`config.mk`:
```
export PLATFORM = sky130hd
export DESIGN_NAME = unf_engine
export DESIGN_NICKNAME = d
export VERILOG_FILES = /design/src/rtl/unf_pkg.sv /design/src/rtl/unf_ctrl.sv /design/src/rtl/unf_argbuf.sv /design/src/rtl/unf_lane.sv /design/src/rtl/unf_engine.sv
export SDC_FILE = /design/constraint.sdc
export NUM_CORES = 1
export LEC_CHECK = 0
export BUFFER_PORTS_ARGS = -buffer_cell sky130_fd_sc_hd__buf_2
export CORE_UTILIZATION = 33
export CTS_CLUSTER_DIAMETER = 120
export DETAILED_ROUTE_END_ITERATION = 16
export PLACE_DENSITY = 0.57
export SLEW_MARGIN = 20
export SYNTH_ARGS = -nofsm -noshare
export SYNTH_HDL_FRONTEND = slang
export SYNTH_SLANG_ARGS = --single-unit
```
`constraint.sdc`:
```
create_clock -name clk -period 3.09 [get_ports clk]
set_clock_uncertainty 0.05 [all_clocks]
set_input_delay 0.309 -clock clk [delete_from_list [all_inputs] [get_ports clk]]
set_output_delay 0.309 -clock clk [all_outputs]
set_load 0.01 [all_outputs]
```
`src/rtl/unf_pkg.sv`:
```
`timescale 1ns/1ps
// Shared definitions for the unfold engine: lane count, header width,
// node tag codes and sequencer states.
package unf_pkg;
    localparam int LANES = 4;
    localparam int HDR_W = 4;      // end bit + 3-bit tag above the payload

    typedef enum logic [2:0] {
        TAG_APP  = 3'd0,
        TAG_ARG  = 3'd1,
        TAG_FUN  = 3'd2,
        TAG_INT  = 3'd3,
        TAG_PRIM = 3'd4
    } tag_e;

    typedef enum logic [1:0] {
        ST_IDLE = 2'd0,
        ST_ARG  = 2'd1,
        ST_CAP  = 2'd2,
        ST_RUN  = 2'd3
    } state_e;
endpackage

```
`src/rtl/unf_ctrl.sv`:
```
`timescale 1ns/1ps
// Sequencer of the unfold engine. Latches job parameters on an accepted
// start, issues the stack fetch, streams template beats, tracks the write
// beat and produces the completion results.
// Assumes memories return read data one cycle after the read enable.
module unf_ctrl #(
    parameter int ADDR_W = 16,
    parameter int LEN_W  = 8,
    parameter int ARGC_W = 4,
    localparam int BEAT_W = LEN_W - 1
) (
    input  logic              clk,
    input  logic              rst_n,
    input  logic              start_i,
    input  logic [ADDR_W-1:0] base_i,
    input  logic [LEN_W-1:0]  len_i,
    input  logic [ADDR_W-1:0] hp_i,
    input  logic [ADDR_W-1:0] sp_i,
    input  logic [ARGC_W-1:0] argc_i,
    input  logic              lane_err_i,
    output logic              busy_o,
    output logic              done_o,
    output logic [ADDR_W-1:0] hp_o,
    output logic [ADDR_W-1:0] root_o,
    output logic              err_o,
    output logic              stk_rd_en_o,
    output logic [ADDR_W-1:0] stk_addr_a_o,
    output logic [ADDR_W-1:0] stk_addr_b_o,
    output logic              tpl_rd_en_o,
    output logic [ADDR_W-1:0] tpl_addr_o,
    output logic              cap_o,
    output logic              wr_vld_o,
    output logic [BEAT_W-1:0] wr_beat_o,
    output logic [ADDR_W-1:0] job_hp_o,
    output logic [LEN_W-1:0]  job_len_o,
    output logic [ARGC_W-1:0] job_argc_o
);
    import unf_pkg::*;

    state_e             state_q;
    logic [ADDR_W-1:0]  base_q, hp_q, sp_q;
    logic [LEN_W-1:0]   len_q;
    logic [ARGC_W-1:0]  argc_q;
    logic [BEAT_W-1:0]  rd_cnt_q, wr_cnt_q, nb;
    logic               wr_vld_q, err_acc_q, done_q, err_q;
    logic [ADDR_W-1:0]  hp_out_q, root_q;
    logic               accept, issue, fin;

    assign accept = (state_q == ST_IDLE) && start_i;
    assign nb     = BEAT_W'(({1'b0, len_q} + (LEN_W+1)'(3)) >> 2);
    assign issue  = ((state_q == ST_CAP) || (state_q == ST_RUN)) && (rd_cnt_q != nb);
    assign fin    = (state_q == ST_RUN) && (rd_cnt_q == nb);

    // Sequencer state: idle -> stack fetch -> capture -> stream -> idle.
    always_ff @(posedge clk) begin
        if (!rst_n) begin
            state_q <= ST_IDLE;
        end else begin
            case (state_q)
                ST_IDLE: if (start_i) state_q <= ST_ARG;
                ST_ARG:  state_q <= ST_CAP;
                ST_CAP:  state_q <= ST_RUN;
                ST_RUN:  if (fin) state_q <= ST_IDLE;
                default: state_q <= ST_IDLE;
            endcase
        end
    end

    // Job parameter latch, loaded only on an accepted start.
    always_ff @(posedge clk) begin
        if (!rst_n) begin
            base_q <= '0; len_q <= '0; hp_q <= '0; sp_q <= '0; argc_q <= '0;
        end else if (accept) begin
            base_q <= base_i; len_q <= len_i; hp_q <= hp_i;
            sp_q <= sp_i; argc_q <= argc_i;
        end
    end

    // Read and write beat counters plus the one-deep write pipeline flag.
    always_ff @(posedge clk) begin
        if (!rst_n) begin
            rd_cnt_q <= '0; wr_cnt_q <= '0; wr_vld_q <= 1'b0;
        end else begin
            wr_vld_q <= issue;
            if (accept)        rd_cnt_q <= '0;
            else if (issue)    rd_cnt_q <= rd_cnt_q + 1'b1;
            if (accept)        wr_cnt_q <= '0;
            else if (wr_vld_q) wr_cnt_q <= wr_cnt_q + 1'b1;
        end
    end

    // Error accumulation across the beats of one job.
    always_ff @(posedge clk) begin
        if (!rst_n)          err_acc_q <= 1'b0;
        else if (accept)     err_acc_q <= 1'b0;
        else if (lane_err_i) err_acc_q <= 1'b1;
    end

    // Completion results, updated once per job together with done.
    always_ff @(posedge clk) begin
        if (!rst_n) begin
            done_q <= 1'b0; hp_out_q <= '0; root_q <= '0; err_q <= 1'b0;
        end else begin
            done_q <= fin;
            if (fin) begin
                hp_out_q <= hp_q + ADDR_W'(len_q);
                root_q   <= hp_q;
                err_q    <= err_acc_q | lane_err_i;
            end
        end
    end

    assign busy_o       = (state_q != ST_IDLE);
    assign done_o       = done_q;
    assign hp_o         = hp_out_q;
    assign root_o       = root_q;
    assign err_o        = err_q;
    assign stk_rd_en_o  = (state_q == ST_ARG);
    assign stk_addr_a_o = sp_q;
    assign stk_addr_b_o = sp_q + ADDR_W'(LANES);
    assign tpl_rd_en_o  = issue;
    assign tpl_addr_o   = base_q + (ADDR_W'(rd_cnt_q) << 2);
    assign cap_o        = (state_q == ST_CAP);
    assign wr_vld_o     = wr_vld_q;
    assign wr_beat_o    = wr_cnt_q;
    assign job_hp_o     = hp_q;
    assign job_len_o    = len_q;
    assign job_argc_o   = argc_q;

    AST_START_IGNORED: assert property (@(posedge clk) disable iff (!rst_n)
        (busy_o && start_i) |=> ($stable(len_q) && $stable(hp_q) && $stable(base_q)));
    AST_DONE_PULSE: assert property (@(posedge clk) disable iff (!rst_n)
        done_q |=> !done_q);
    AST_HP_ONLY_AT_DONE: assert property (@(posedge clk) disable iff (!rst_n)
        !$stable(hp_out_q) |-> done_q);
    AST_STACK_BEFORE_TPL: assert property (@(posedge clk) disable iff (!rst_n)
        stk_rd_en_o |=> !stk_rd_en_o && !wr_vld_q);
endmodule

```
`src/rtl/unf_argbuf.sv`:
```
`timescale 1ns/1ps
// Argument slot buffer. Captures the two stack quads (eight words) in the
// cycle their read data is valid and holds them for the rest of the job.
// Slot i comes from lane i of quad A, slot 4+i from lane i of quad B.
module unf_argbuf #(
    parameter int WORD_W = 20,
    parameter int LANES  = 4,
    localparam int QUAD_W = LANES * WORD_W
) (
    input  logic              clk,
    input  logic              rst_n,
    input  logic              cap_i,
    input  logic [QUAD_W-1:0] quad_a_i,
    input  logic [QUAD_W-1:0] quad_b_i,
    output logic [2*QUAD_W-1:0] slots_o
);
    logic [2*QUAD_W-1:0] slots_q;

    // Slot register, loaded from both stack ports at once.
    always_ff @(posedge clk) begin
        if (!rst_n)     slots_q <= '0;
        else if (cap_i) slots_q <= {quad_b_i, quad_a_i};
    end

    assign slots_o = slots_q;
endmodule

```
`src/rtl/unf_lane.sv`:
```
`timescale 1ns/1ps
// One lane of the node rewriter. Relocates application pointers, replaces
// in-range argument references with captured stack words (keeping the
// template's end bit) and passes every other node through. Also derives
// the lane's write enable from the beat position and template length.
module unf_lane #(
    parameter int LANE_IDX  = 0,
    parameter int ADDR_W    = 16,
    parameter int LEN_W     = 8,
    parameter int ARGC_W    = 4,
    parameter int ARG_SLOTS = 8,
    localparam int WORD_W   = ADDR_W + unf_pkg::HDR_W,
    localparam int BEAT_W   = LEN_W - 1,
    localparam int ARGI_W   = $clog2(ARG_SLOTS)
) (
    input  logic                        vld_i,
    input  logic [BEAT_W-1:0]           beat_i,
    input  logic [LEN_W-1:0]            len_i,
    input  logic [ADDR_W-1:0]           hp_i,
    input  logic [ARGC_W-1:0]           argc_i,
    input  logic [ARG_SLOTS*WORD_W-1:0] slots_i,
    input  logic [WORD_W-1:0]           word_i,
    output logic [WORD_W-1:0]           word_o,
    output logic                        be_o,
    output logic                        err_o
);
    import unf_pkg::*;

    localparam logic [WORD_W-1:0] END_MASK = {1'b1, {(WORD_W-1){1'b0}}};

    logic [LEN_W:0]      pos;
    logic [2:0]          tag;
    logic [ADDR_W-1:0]   pay;
    logic                in_rng;
    logic [WORD_W-1:0]   slot;

    assign pos    = {beat_i, 2'b00} + (LEN_W+1)'(LANE_IDX);
    assign be_o   = vld_i && (pos < {1'b0, len_i});
    assign tag    = word_i[WORD_W-2 -: 3];
    assign pay    = word_i[ADDR_W-1:0];
    assign in_rng = ADDR_W'(argc_i) > pay;
    assign slot   = slots_i[WORD_W*int'(pay[ARGI_W-1:0]) +: WORD_W];

    // Node rewrite selected by tag.
    always_comb begin
        word_o = word_i;
        if (tag == TAG_APP) begin
            word_o = {word_i[WORD_W-1:ADDR_W], hp_i + pay};
        end else if (tag == TAG_ARG && in_rng) begin
            word_o = (slot & ~END_MASK) | (word_i & END_MASK);
        end
    end

    assign err_o = be_o && (tag == TAG_ARG) && !in_rng;
endmodule

```
`src/rtl/unf_engine.sv`:
```
`timescale 1ns/1ps
// Wide template unfold engine. Copies a function body template into fresh
// heap space four nodes per cycle, substituting arguments from the stack
// and relocating application pointers. Assumes all three memories have a
// one-cycle read latency and accept one quad access per port per cycle.
module unf_engine #(
    parameter int ADDR_W = 16,
    parameter int LEN_W  = 8,
    localparam int LANES     = unf_pkg::LANES,
    localparam int WORD_W    = ADDR_W + unf_pkg::HDR_W,
    localparam int ARG_SLOTS = 2 * LANES,
    localparam int ARGC_W    = $clog2(ARG_SLOTS + 1),
    localparam int QUAD_W    = LANES * WORD_W
) (
    input  logic              clk,
    input  logic              rst_n,
    input  logic              start_i,
    input  logic [ADDR_W-1:0] tpl_base_i,
    input  logic [LEN_W-1:0]  tpl_len_i,
    input  logic [ADDR_W-1:0] hp_i,
    input  logic [ADDR_W-1:0] sp_i,
    input  logic [ARGC_W-1:0] argc_i,
    output logic              busy_o,
    output logic              done_o,
    output logic [ADDR_W-1:0] hp_o,
    output logic [ADDR_W-1:0] root_o,
    output logic              err_o,
    output logic              stk_rd_en_o,
    output logic [ADDR_W-1:0] stk_rd_addr_a_o,
    output logic [ADDR_W-1:0] stk_rd_addr_b_o,
    input  logic [QUAD_W-1:0] stk_rd_data_a_i,
    input  logic [QUAD_W-1:0] stk_rd_data_b_i,
    output logic              tpl_rd_en_o,
    output logic [ADDR_W-1:0] tpl_rd_addr_o,
    input  logic [QUAD_W-1:0] tpl_rd_data_i,
    output logic              heap_wr_en_o,
    output logic [ADDR_W-1:0] heap_wr_addr_o,
    output logic [LANES-1:0]  heap_wr_be_o,
    output logic [QUAD_W-1:0] heap_wr_data_o
);
    localparam int BEAT_W = LEN_W - 1;

    logic                       cap, wr_vld;
    logic [BEAT_W-1:0]          wr_beat;
    logic [ADDR_W-1:0]          job_hp;
    logic [LEN_W-1:0]           job_len;
    logic [ARGC_W-1:0]          job_argc;
    logic [ARG_SLOTS*WORD_W-1:0] slots;
    logic [LANES-1:0]           lane_err;

    unf_ctrl #(.ADDR_W(ADDR_W), .LEN_W(LEN_W), .ARGC_W(ARGC_W)) u_ctrl (
        .clk(clk), .rst_n(rst_n), .start_i(start_i),
        .base_i(tpl_base_i), .len_i(tpl_len_i), .hp_i(hp_i), .sp_i(sp_i),
        .argc_i(argc_i), .lane_err_i(|lane_err),
        .busy_o(busy_o), .done_o(done_o), .hp_o(hp_o), .root_o(root_o),
        .err_o(err_o), .stk_rd_en_o(stk_rd_en_o),
        .stk_addr_a_o(stk_rd_addr_a_o), .stk_addr_b_o(stk_rd_addr_b_o),
        .tpl_rd_en_o(tpl_rd_en_o), .tpl_addr_o(tpl_rd_addr_o),
        .cap_o(cap), .wr_vld_o(wr_vld), .wr_beat_o(wr_beat),
        .job_hp_o(job_hp), .job_len_o(job_len), .job_argc_o(job_argc)
    );

    unf_argbuf #(.WORD_W(WORD_W), .LANES(LANES)) u_args (
        .clk(clk), .rst_n(rst_n), .cap_i(cap),
        .quad_a_i(stk_rd_data_a_i), .quad_b_i(stk_rd_data_b_i),
        .slots_o(slots)
    );

    for (genvar l = 0; l < LANES; l++) begin : g_lane
        unf_lane #(
            .LANE_IDX(l), .ADDR_W(ADDR_W), .LEN_W(LEN_W),
            .ARGC_W(ARGC_W), .ARG_SLOTS(ARG_SLOTS)
        ) u_lane (
            .vld_i(wr_vld), .beat_i(wr_beat), .len_i(job_len),
            .hp_i(job_hp), .argc_i(job_argc), .slots_i(slots),
            .word_i(tpl_rd_data_i[l*WORD_W +: WORD_W]),
            .word_o(heap_wr_data_o[l*WORD_W +: WORD_W]),
            .be_o(heap_wr_be_o[l]), .err_o(lane_err[l])
        );
    end

    assign heap_wr_en_o   = wr_vld;
    assign heap_wr_addr_o = job_hp + (ADDR_W'(wr_beat) << 2);

    AST_WRITE_AFTER_READ: assert property (@(posedge clk) disable iff (!rst_n)
        heap_wr_en_o |-> $past(tpl_rd_en_o));
    AST_LANE0_ENABLED: assert property (@(posedge clk) disable iff (!rst_n)
        heap_wr_en_o |-> heap_wr_be_o[0]);
    AST_BE_CONTIGUOUS: assert property (@(posedge clk) disable iff (!rst_n)
        heap_wr_en_o |-> (((heap_wr_be_o + 1'b1) & heap_wr_be_o) == '0));
    AST_NO_BE_IDLE: assert property (@(posedge clk) disable iff (!rst_n)
        !heap_wr_en_o |-> (heap_wr_be_o == '0));
endmodule

```
==> qor.csv, run 1 <==
stage;metric;value;unit
clocking;clk_pin_slew;0.06;ns
run;maxCapViolations;0;
sta;min_period_over_period;104;%
critical_path;reg2reg_slack;0.31;ns
clocking;cts_sinks;264;
critical_path;r2r-start;u_ctrl.job_hp_o[0];
sta;worstMarginPinSlew;0.704;ns
critical_path;path_buf_inv;2;
cells_and_area;drive_above_1_share;38.7;%
critical_path;critPathSlowestCell;dfxtp_4;
clocking;cts_tree;done;
cells_and_area;area_growth;47.1;%
run_status;violations;negative setup slack;
critical_path;crit_arrival;2.85;ns
routing;drt-vias-per-instance;5.49;
routing;ant_nets;0;
sta;max_freq;311;MHz
global_route;antenna_found_initial;13;
global_route;grt_pass1_wl;134000;µm
synth;synth_nets;2690;
power_and_ir_drop;ir_drop;0.343;mV
power_and_ir_drop;p_leak;12.1;nW
sta;fin_hold_ws;0.00948;ns
synth;synth_edf_count;0;
routing;routedWlPerCell;24.2;µm
critical_path;r2r_end;u_ctrl.hp_o[9];
synth;ys_types;69;
critical_path;path_max_fanout;5;
clocking;cts_buffers;34;
synth;async_flop_share;0;%
synth;synthesis.instances;2267;
floorplanning;initial_core_util;33.4;%
critical_path;path_cells;ha_4 > nor2b_4 > o211ai_1 > a211oi_2 > and3_4 > buf_4 > a21oi_2 > a211o_1 > o21ai_2 > buf_2;
placed_design;gp_congestion;0.943;
placed_design;port_buffers;472;
synth;ys_seq_area_share;25.6;%
critical_path;cp_top_family;compound AO/OA/AOI/OAI gates;
global_route;grt_pass1_vias;20500;
floorplanning;core_area;0.0617;mm²
placed_design;dp_hpwl;69600;µm
floorplanning;dieArea;0.0635;mm²
sta;fin_ws;-0.121;ns
clocking;cts.path.max_buffers;3;
global_route;grt_overflow_total;0;
cells_and_area;layoutNonFillerInstCount;3864;
synth;yosys.area.top_type;dfxtp_1;
routing;totalWireLength;93700;µm
critical_path;reg2reg_depth;11;
sta;finalWorstPathRequiredPeriod;3.21;ns
hold_path;min_from;stk_rd_data_b_i[12];
cells_and_area;nets;3412;
routing;via_count;21200;
sta;rsz0062_at_grt;true;
hold_path;holdPathEnd;u_args.slots_o[92];
synth;ys_top_cells_by_area;dfxtp_1, mux4_2, mux2i_1;
critical_path;cp-end-kind;output port;
routing;drc;0;
synth;yosysWarningCount;0;
synth;synth_top_area_share;25.6;%
placed_design;dp.cells;3538;
floorplanning;chipHeight;252;µm
global_route;grtUsageTotal;28.3;%
synth;syn_avg_cell_area;9.10;µm²
sta;finalMaxSlewViolations;0;
routing;drt_iter0_drc;1773;
global_route;grt_start_max_net_pins;131;
hold_path;whs_path_depth;3;
synth;ys.flop_type;dfxtp_1;
clocking;clk_latency;0.55;ns
cells_and_area;nFillCells;5857;
critical_path;critical-path-max-stage-delay;0.40;ns
synth;synthTopCellsByCount;nand2_1, dfxtp_1, nor2b_1, mux2i_1, mux4_2;
clocking;htree_levels;2;
hold_path;min_path_type;primary input to flop;
sta;setup_viol;35;
clocking;clock_tree.root_cell;clkbuf_16;
critical_path;worst_setup_path_start_kind;flop;
synth;yosys.cell_count.top_type;nand2_1;
critical_path;critical_path_required;2.73;ns
critical_path;path_class;flop to output port;
floorplanning;ios;489;
run_status;status;complete, but fails checks;
synth;ys_ff_latch;264;
floorplanning;dieWidth;252;µm
sta;hold_violations;0;
sta;slew-limit-headroom;51.9;%
routing;dr.pass1.iters;7;
power_and_ir_drop;power_density;547;mW/mm²
synth;synthesis.area;0.0206;mm²
floorplanning;rows;91;
-- cells in the final DEF, fill, tap and decap left out, types with 14 or more instances in the layout --
master / n
buf_2: 451
nor4_1: 14
nand3_1: 23
nor2_1: 83
dfxtp_2: 14
dlygate4sd3_1: 180
clkbuf_16: 37
nand2_1: 368
a21boi_0: 61
dfxtp_1: 242
a21o_1: 30
buf_4: 142
mux2i_1: 179
nand4_1: 16
a211oi_2: 22
a211oi_1: 31
ha_4: 56
o21ai_0: 34
o21ai_2: 14
mux4_2: 152
buf_12: 19
nor2b_1: 190
o21ai_1: 15
buf_6: 33
a21oi_2: 41
xnor2_1: 56
a21oi_1: 67
ha_1: 53
inv_1: 43
xor2_1: 44
-- state kept, by name, summed over array words and instances (netlist names) --
| register | count |
|---|---|
| u_args.slots_o | 152 |
| u_ctrl.base_q | 16 |
| u_ctrl.done_o | 1 |
| u_ctrl.err_acc_q | 1 |
| u_ctrl.err_o | 1 |
| u_ctrl.hp_o | 16 |
| u_ctrl.job_argc_o | 4 |
| u_ctrl.job_hp_o | 16 |
| u_ctrl.job_len_o | 8 |
| u_ctrl.rd_cnt_q | 7 |
| u_ctrl.root_o | 16 |
| u_ctrl.state_q | 2 |
| u_ctrl.stk_addr_a_o | 16 |
| u_ctrl.wr_beat_o | 7 |
| u_ctrl.wr_vld_o | 1 |
-- worst max path at each step --
stage                               from            endpoint  cells after the start
finish              u_ctrl.job_argc_o[1]  heap_wr_data_o[61]                     10
global route          u_ctrl.rd_cnt_q[0]   tpl_rd_addr_o[14]                     11
CTS                   u_ctrl.job_hp_o[0]  heap_wr_data_o[14]                     11
detailed placement     tpl_rd_data_i[21]  heap_wr_data_o[21]                     12
global placement       tpl_rd_data_i[22]  heap_wr_data_o[21]                     12
floorplan               tpl_rd_data_i[1]   heap_wr_data_o[0]                     12
-- worst register-to-register path: cells and delay by family (launching register included) --
kind | cells | cell delay, ns
fa+ha+maj | 1 | 0.24
xor+xnor | 1 | 0.15
flops | 1 | 0.40
simple gates | 3 | 0.65
buf+inv | 3 | 0.51
compound gates | 3 | 0.67
-- cells by family after synthesis --
kind of cell,after synthesis,synth area share (%)
muxes,333,25.4
AOI/OAI and AO/OA,433,13.8
xor gates and xnor gates,106,4.50
buffers and inverters,206,4.42
and+or+nand+nor,805,18.8
DFF,264,25.6
adders and majority gates,120,7.53
-- per-stage QoR --
step                      setup WS, ns  utilization, %  power (mW)  setup TNS (ns)  area, µm²
after floorplan                 0.0209               -        8.87               0      20600
after global placement         -0.0142            39.5        11.0         -0.0142      24400
after detailed placement       -0.0342            39.5        11.2         -0.0342      24400
after CTS                       -0.154            47.5        16.2           -2.73      29300
after global routing            -0.212            49.1        17.4           -5.38      30300
final                           -0.121            49.2        16.6           -1.81      30300
-- report_power, final --
group | internal (mW) | switching [mW] | total [mW]
registers | 4.02 | 0.829 | 4.84
clock network | 2.51 | 1.69 | 4.20
logic | 3.61 | 3.94 | 7.55
total | 10.1 | 6.46 | 16.6
-- final cells by class --
class / count / area, µm² / area share, %
multi-input combinational: 1797 / 16400 / 54.2
timing repair buffer: 836 / 6100 / 20.1
sequential: 264 / 5330 / 17.6
tap: 837 / 1050 / 3.45
clock buffer: 44 / 940 / 3.10
clock inverter: 18 / 225 / 0.742
inverter: 56 / 213 / 0.701
antenna: 12 / 30.0 / 0.0990
-- what timing repair did --
action                                  in CTS  in global routing
endpoints found under the setup margin      85                 79
hold endpoints to repair                   180                  0
pin swaps                                  105                 90
gates resized for setup                    322                147
hold buffers                               180                  0
buffers inserted                            48                 29
gates cloned                                 3                  2
-- per-layer routing --
metal | vias up | wire length, µm | global-route usage [%]
met5 | - | 46 | 0
met4 | 8 | 3810 | 11.0
met3 | 187 | 8040 | 5.21
met2 | 986 | 41800 | 43.2
met1 | 10400 | 39900 | 39.4
li1 | 9659 | - | -
Power figures use the tool's default switching activity.
==> run 2, diff against run 1 <==
- CORE_UTILIZATION: 33 -> 30
- PLACE_DENSITY: 0.57 -> 0.53
==> run 2 against run 1 <==
The run still ends with negative setup slack left. Design area grew 0.82%. Sequential power is essentially flat. Utilization shrank 3.9 points. Setup slack lost 0.014 ns. Register-to-register slack lost 0.15 ns. Via count shrank 0.20%. Cell count grew 1.7%. Sequential cell count is the same. Maximum frequency shrank 0.43%. Critical endpoint is now heap_wr_data_o[14]. Highest routed layer unchanged.
==> qor.csv, run 2 (synthesized netlist as in run 1, its figures left out) <==
stage;metric;value;unit;change
run_status;status;complete, but fails checks;;
run_status;violations;negative setup slack;;
critical_path;cp-end-kind;output port;;
clocking;htree_levels;2;;unchanged
cells_and_area;layout_commonest_cell;buf_2;;
global_route;grt_start_max_net_pins;98;;-25%
critical_path;critical_path_required;2.73;ns;about the same
power_and_ir_drop;ir_drop;0.388;mV;+13%
floorplanning;core_area;0.0676;mm²;+9.6%
critical_path;critPathSlowestCell;dfxtp_4;;
critical_path;path_max_fanout;8;;+3
clocking;clk_pin_slew;0.06;ns;about the same
sta;fin_ws;-0.134;ns;-0.0138 ns
clocking;clock_tree.root_cell;clkbuf_16;;
critical_path;path_class;flop to output port;;
global_route;grt_overflow_total;0;;unchanged
power_and_ir_drop;total_power;16.8;mW;+1.0%
placed_design;dp_hpwl;73400;µm;+5.4%
global_route;met3_usage;5.14;%;-0.074 points
floorplanning;ios;489;;unchanged
placed_design;gp_congestion;0.966;;+2.5%
global_route;grt_busiest_layer;met2;;
hold_path;whs_path_depth;3;;unchanged
run;maxCapViolations;0;;unchanged
sta;finalWorstPathRequiredPeriod;3.22;ns;+0.0138 ns
critical_path;crit_start;u_ctrl.job_argc_o[2];;
routing;ant_nets;0;;unchanged
global_route;antenna_found_initial;19;;+6
global_route;grt_pass1_vias;20600;;+0.47%
clocking;clk_latency;0.56;ns;about the same
power_and_ir_drop;p_leak;12.2;nW;+0.78%
routing;dr.pass1.iters;5;;-2
critical_path;critical-path-max-stage-delay;0.38;ns;-0.02 ns
routing;drt_iter0_drc;1777;;+0.23%
floorplanning;initial_core_util;30.5;%;-2.9 points
global_route;grt_pass1_wl;138000;µm;+2.8%
routing;routedWlPerCell;24.7;µm;+1.9%
cells_and_area;nFillCells;6407;;+9.4%
sta;min_period_over_period;104;%;+0.45 points
floorplanning;dieWidth;264;µm;+4.8%
cells_and_area;largest_register_ffs;152;;unchanged
sta;slew-limit-headroom;51.4;%;-0.42 points
global_route;grtUsageTotal;26.6;%;-1.7 points
cells_and_area;drive_above_1_share;38.6;%;-0.11 points
cells_and_area;fin_util;45.2;%;-3.9 points
cells_and_area;layoutNonFillerInstCount;3929;;+1.7%
routing;via_count;21200;;-0.20%
sta;max_freq;310;MHz;-0.43%
placed_design;dp_slack;-0.193;ns;-0.159 ns
critical_path;r2r-start;u_ctrl.job_hp_o[1];;
critical_path;reg2reg_depth;12;;+1
sta;hold_violations;0;;unchanged
global_route;grt_use_met1;36.4;%;-3.0 points
floorplanning;rows;95;;+4.4%
global_route;met2_usage;41.2;%;-2.0 points
floorplanning;chipHeight;264;µm;+4.8%
sta;tns;-2.70;ns;-0.886 ns
cells_and_area;multi_input_area;0.0164;mm²;-0.47%
cells_and_area;final_cell_mix;buf_2, nand2_1, dfxtp_1;;
floorplanning;dieArea;0.0698;mm²;+9.9%
cells_and_area;area_growth;48.3;%;
cells_and_area;nets;3442;;+0.88%
critical_path;crit_arrival;2.87;ns;+0.02 ns
power_and_ir_drop;power_density;548;mW/mm²;+0.19%
sta;worstMarginPinSlew;0.728;ns;+0.0245 ns
clocking;cts_tree;done;;
cells_and_area;seq_area;0.00533;mm²;about the same
sta;finalMaxSlewViolations;0;;unchanged
routing;totalWireLength;97100;µm;+3.6%
clocking;cts_sinks;264;;unchanged
critical_path;worst_setup_path_start_kind;flop;;
placed_design;port_buffers;472;;unchanged
routing;drt-vias-per-instance;5.39;;-1.8%
routing;drc;0;;unchanged
hold_path;min_path_type;primary input to flop;;
clocking;cts.path.max_buffers;3;;unchanged
sta;rsz0062_at_grt;true;;
clocking;cts_buffers;35;;+2.9%
hold_path;min_from;stk_rd_data_a_i[7];;
critical_path;path_cells;ha_1 > nand4_1 > nand4_1 > a21oi_2 > and3_4 > buf_12 > buf_12 > a211oi_2 > a31oi_1 > o21a_1 > buf_2;;
placed_design;dp.cells;3597;;+1.7%
sta;setup_viol;45;;+29%
[run 2: cell count changes in the layout (fill, tap and decap cells not counted), sizes merged]
cell,delta
dlygate4sd3,+13
buf,+16
diode,+2
inv,-1
clkbuf,+5
clkinv,-5
clkinvlp,-1
[run 2: per-stage QoR]
step                instance area [µm²]  hold WS, ns
global route                      30600       0.0205
global placement                  24600        0.402
finish                            30600      0.00668
floorplan                         20600        0.389
CTS                               29600      0.00182
detailed placement                24600        0.412
[run 2: worst max-delay path, delay by kind of cell, from the launching register on]
| family | cells | cell delay [ns] |
|---|---|---|
| AO/OA/AOI/OAI | 4 | 0.64 |
| buffers and inverters | 3 | 0.41 |
| AND/OR/NAND/NOR | 3 | 0.56 |
| adder cells (fa/ha/maj) | 1 | 0.30 |
| flip-flops | 1 | 0.38 |
[run 2: final cells by class]
type,instances,share of cell area (%)
antenna,14,0.115
clock buffer,49,3.31
clock inverter,11,0.597
inverter,56,0.695
multi-input combinational,1797,53.5
sequential,264,17.4
tap,873,3.57
timing repair buffer,865,20.7
[run 2: worst paths after layout]
path | endpoint | slack (ns)
hold / removal | u_args.slots_o[7] | 0.007
hold reg to reg | u_ctrl.base_q[1] | 0.42
setup / recovery | heap_wr_data_o[14] | -0.13
setup reg to reg | u_ctrl.hp_o[9] | 0.16
[run 2: report_power, final]
part	internal, mW	total (mW)	switching [mW]
registers	4.01	4.83	0.811
clock network	2.63	4.32	1.69
logic	3.60	7.62	4.01
[run 2: repair_timing]
item                                    in CTS  in global routing
hold endpoints to repair                   193                  0
pin swaps                                   87                 67
setup buffers                               37                 30
endpoints found under the setup margin      80                 80
hold buffers                               193                  0
gates resized for setup                    315                139
cloned                                       2                  2
[run 2: layer usage]
layer  share of wire, %  vias to the layer above
li1                   -                     9710
met1                 44                    10400
met2                 45                      905
met3                7.4                      152
met4                3.6                        2
met5              0.011                        -
==> run 3, diff against run 2 <==
- SYNTH_HIERARCHICAL: not set -> 1
==> run 3 against run 2 <==
The flow still finishes with violations (negative setup slack). Largest power group unchanged. Count of clock-buffer cells in the layout down 6. Highest routed layer unchanged. Design area increased by 1.4%. Area after synthesis increased by 4.2%. Combinational power shrank 5.1%. Cell count is 4.8% higher. Largest cell class unchanged.
==> qor.csv, run 3 <==
stage;metric;value;unit;change
run_status;status;complete, but fails checks;;
run_status;violations;negative setup slack;;
sta;fin_hold_ws;0.0314;ns;+0.0247 ns
critical_path;cp-end-kind;output port;;
sta;rsz0062_at_grt;true;;
cells_and_area;layoutNonFillerInstCount;4118;;+4.8%
routing;drt-vias-per-instance;5.34;;-0.83%
floorplanning;dieArea;0.0728;mm²;+4.2%
sta;min_period_over_period;110;%;+5.9 points
clocking;clk_latency;0.56;ns;about the same
synth;synth_nets;2847;;+5.8%
routing;via_count;22000;;+3.9%
critical_path;path_class;flop to output port;;
power_and_ir_drop;power_density;536;mW/mm²;-2.3%
cells_and_area;area_growth;44.3;%;
cells_and_area;final_cell_mix;buf_2, nand2_1, dfxtp_1;;
floorplanning;dieWidth;270;µm;+2.1%
routing;routedWlPerCell;24.2;µm;-2.2%
clocking;clock_tree.root_cell;clkbuf_16;;
floorplanning;core_area;0.0705;mm²;+4.3%
floorplanning;rows;97;;+2.1%
sta;max_freq;294;MHz;-5.3%
routing;totalWireLength;99500;µm;+2.5%
critical_path;reg2reg_slack;0.18;ns;+0.02 ns
synth;synthesis.area;0.0215;mm²;+4.2%
routing;dr.pass1.iters;5;;unchanged
global_route;grtUsageTotal;26.1;%;-0.48 points
global_route;grt_start_max_net_pins;152;;+55%
global_route;grt_pass1_vias;21300;;+3.1%
cells_and_area;finish.instance_area;0.0310;mm²;+1.4%
global_route;antenna_found_initial;21;;+2
sta;slew-limit-headroom;49.3;%;-2.1 points
cells_and_area;drive_above_1_share;36.4;%;-2.2 points
floorplanning;chipHeight;270;µm;+2.1%
cells_and_area;largest_register_ffs;152;;unchanged
synth;synthesis.instances;2408;;+6.2%
global_route;grt_overflow_total;0;;unchanged
cells_and_area;fin_util;44.0;%;-1.2 points
routing;drt_iter0_drc;1562;;-12%
critical_path;crit_arrival;3.05;ns;+0.18 ns
hold_path;min_path_type;primary input to flop;;
clocking;cts_sinks;264;;unchanged
synth;yosysWarningCount;6;;+6
placed_design;dp_slack;0.00754;ns;+0.200 ns
placed_design;place_area;0.0252;mm²;+2.3%
clocking;htree_levels;2;;unchanged
critical_path;critical_path_required;2.73;ns;about the same
critical_path;worst_setup_path_start_kind;flop;;
sta;finalMaxSlewViolations;0;;unchanged
routing;ant_nets;0;;unchanged
placed_design;dp.cells;3778;;+5.0%
global_route;grt_pass1_wl;141000;µm;+2.7%
sta;fin_ws;-0.315;ns;-0.181 ns
sta;finalWorstPathRequiredPeriod;3.41;ns;+0.181 ns
cells_and_area;nets;3579;;+4.0%
placed_design;port_buffers;472;;unchanged
sta;setup_viol;30;;-33%
critical_path;path_max_fanout;4;;-4
routing;drc;0;;unchanged
placed_design;gp_congestion;0.920;;-4.7%
cells_and_area;layout_commonest_cell;buf_2;;
power_and_ir_drop;p_leak;12.3;nW;+0.83%
clocking;cts_buffers;35;;unchanged
power_and_ir_drop;ir_drop;0.437;mV;+13%
clocking;cts.path.max_buffers;3;;unchanged
floorplanning;ios;489;;unchanged
clocking;clk_pin_slew;0.06;ns;about the same
clocking;cts_tree;done;;
floorplanning;initial_core_util;30.5;%;about the same
sta;worstMarginPinSlew;0.752;ns;+0.0235 ns
run;maxCapViolations;0;;unchanged
synth;syn_avg_cell_area;8.93;µm²;-1.9%
placed_design;dp_hpwl;75300;µm;+2.6%
sta;hold_violations;0;;unchanged
[run 3: cell count changes in the layout (fill, tap and decap cells not counted), sizes merged, moves of 19 or more]
cell	before	now
inv	54	86
nor2b	197	167
nand2	369	419
nand3	31	59
nor2	98	66
o21ai	64	93
buf	670	646
a21boi	63	1
a21oi	118	237
mux2i	180	161
[run 3: area by class of cell]
class / instances / area (µm²)
fillers: 6884 / 39500
multi-input cells: 1908 / 16700
well taps: 940 / 1180
flip-flops and latches: 264 / 5340
diodes: 12 / 30.0
clock buffers: 43 / 988
inverters: 83 / 327
clock inverters: 20 / 317
repair buffers: 848 / 6190
[run 3: final timing paths]
path | start | end | depth (start not counted)
worst max register to register | u_ctrl/job_argc_o[1] | u_ctrl/err_o | 15
worst max-delay path | u_ctrl/job_hp_o[0] | heap_wr_data_o[54] | 10
worst min-delay path | hp_i[9] | u_ctrl/job_hp_o[9] | 3
worst min register to register | u_ctrl/base_q[0] | u_ctrl/base_q[0] | 2
[run 3: metrics by stage]
step / setup TNS, ns / total power [mW]
2_1_floorplan: 0 / 8.81
3_3_place_gp: -0.00391 / 11.0
3_5_place_dp: 0 / 11.1
4_1_cts: -5.49 / 16.3
5_1_grt: -7.04 / 17.4
6_report: -3.62 / 16.6
[run 3: report_power, final]
group | total [mW] | leakage [nW] | switching, mW | internal [mW]
sequential | 4.74 | 2.16 | 0.795 | 3.94
clock | 4.65 | 0.639 | 1.76 | 2.89
combinational | 7.23 | 9.47 | 3.91 | 3.32
total | 16.6 | 12.3 | 6.47 | 10.2
[run 3: routing by layer]
layer	share of wire, %	vias to the layer above	wire length (µm)	track usage [%]
met5	0.085	-	85	0
met1	41	10700	40500	32.3
met2	49	883	48400	44.8
met3	6.3	184	6270	4.33
met4	4.3	12	4240	10.6
li1	-	10200	-	-
[run 3: critical path, cell delays in order (launching register included)]
cell and delay (ns):
dfxtp_4 0.39, ha_4 0.18, fa_2 0.34, a211o_1 0.31, a21oi_4 0.21, o21ai_4 0.12, o211ai_1 0.28, mux2i_1 0.11
a311oi_1 0.26, buf_4 0.20, buf_6 0.10
[run 3: what timing repair did]
action / 4_1_cts / 5_1_grt
gates cloned: 3 / 2
resized for setup: 209 / 183
setup buffers: 43 / 27
hold buffers: 200 / 0
setup endpoints to repair: 81 / 83
hold endpoints to repair: 200 / 0
pin swaps: 53 / 93
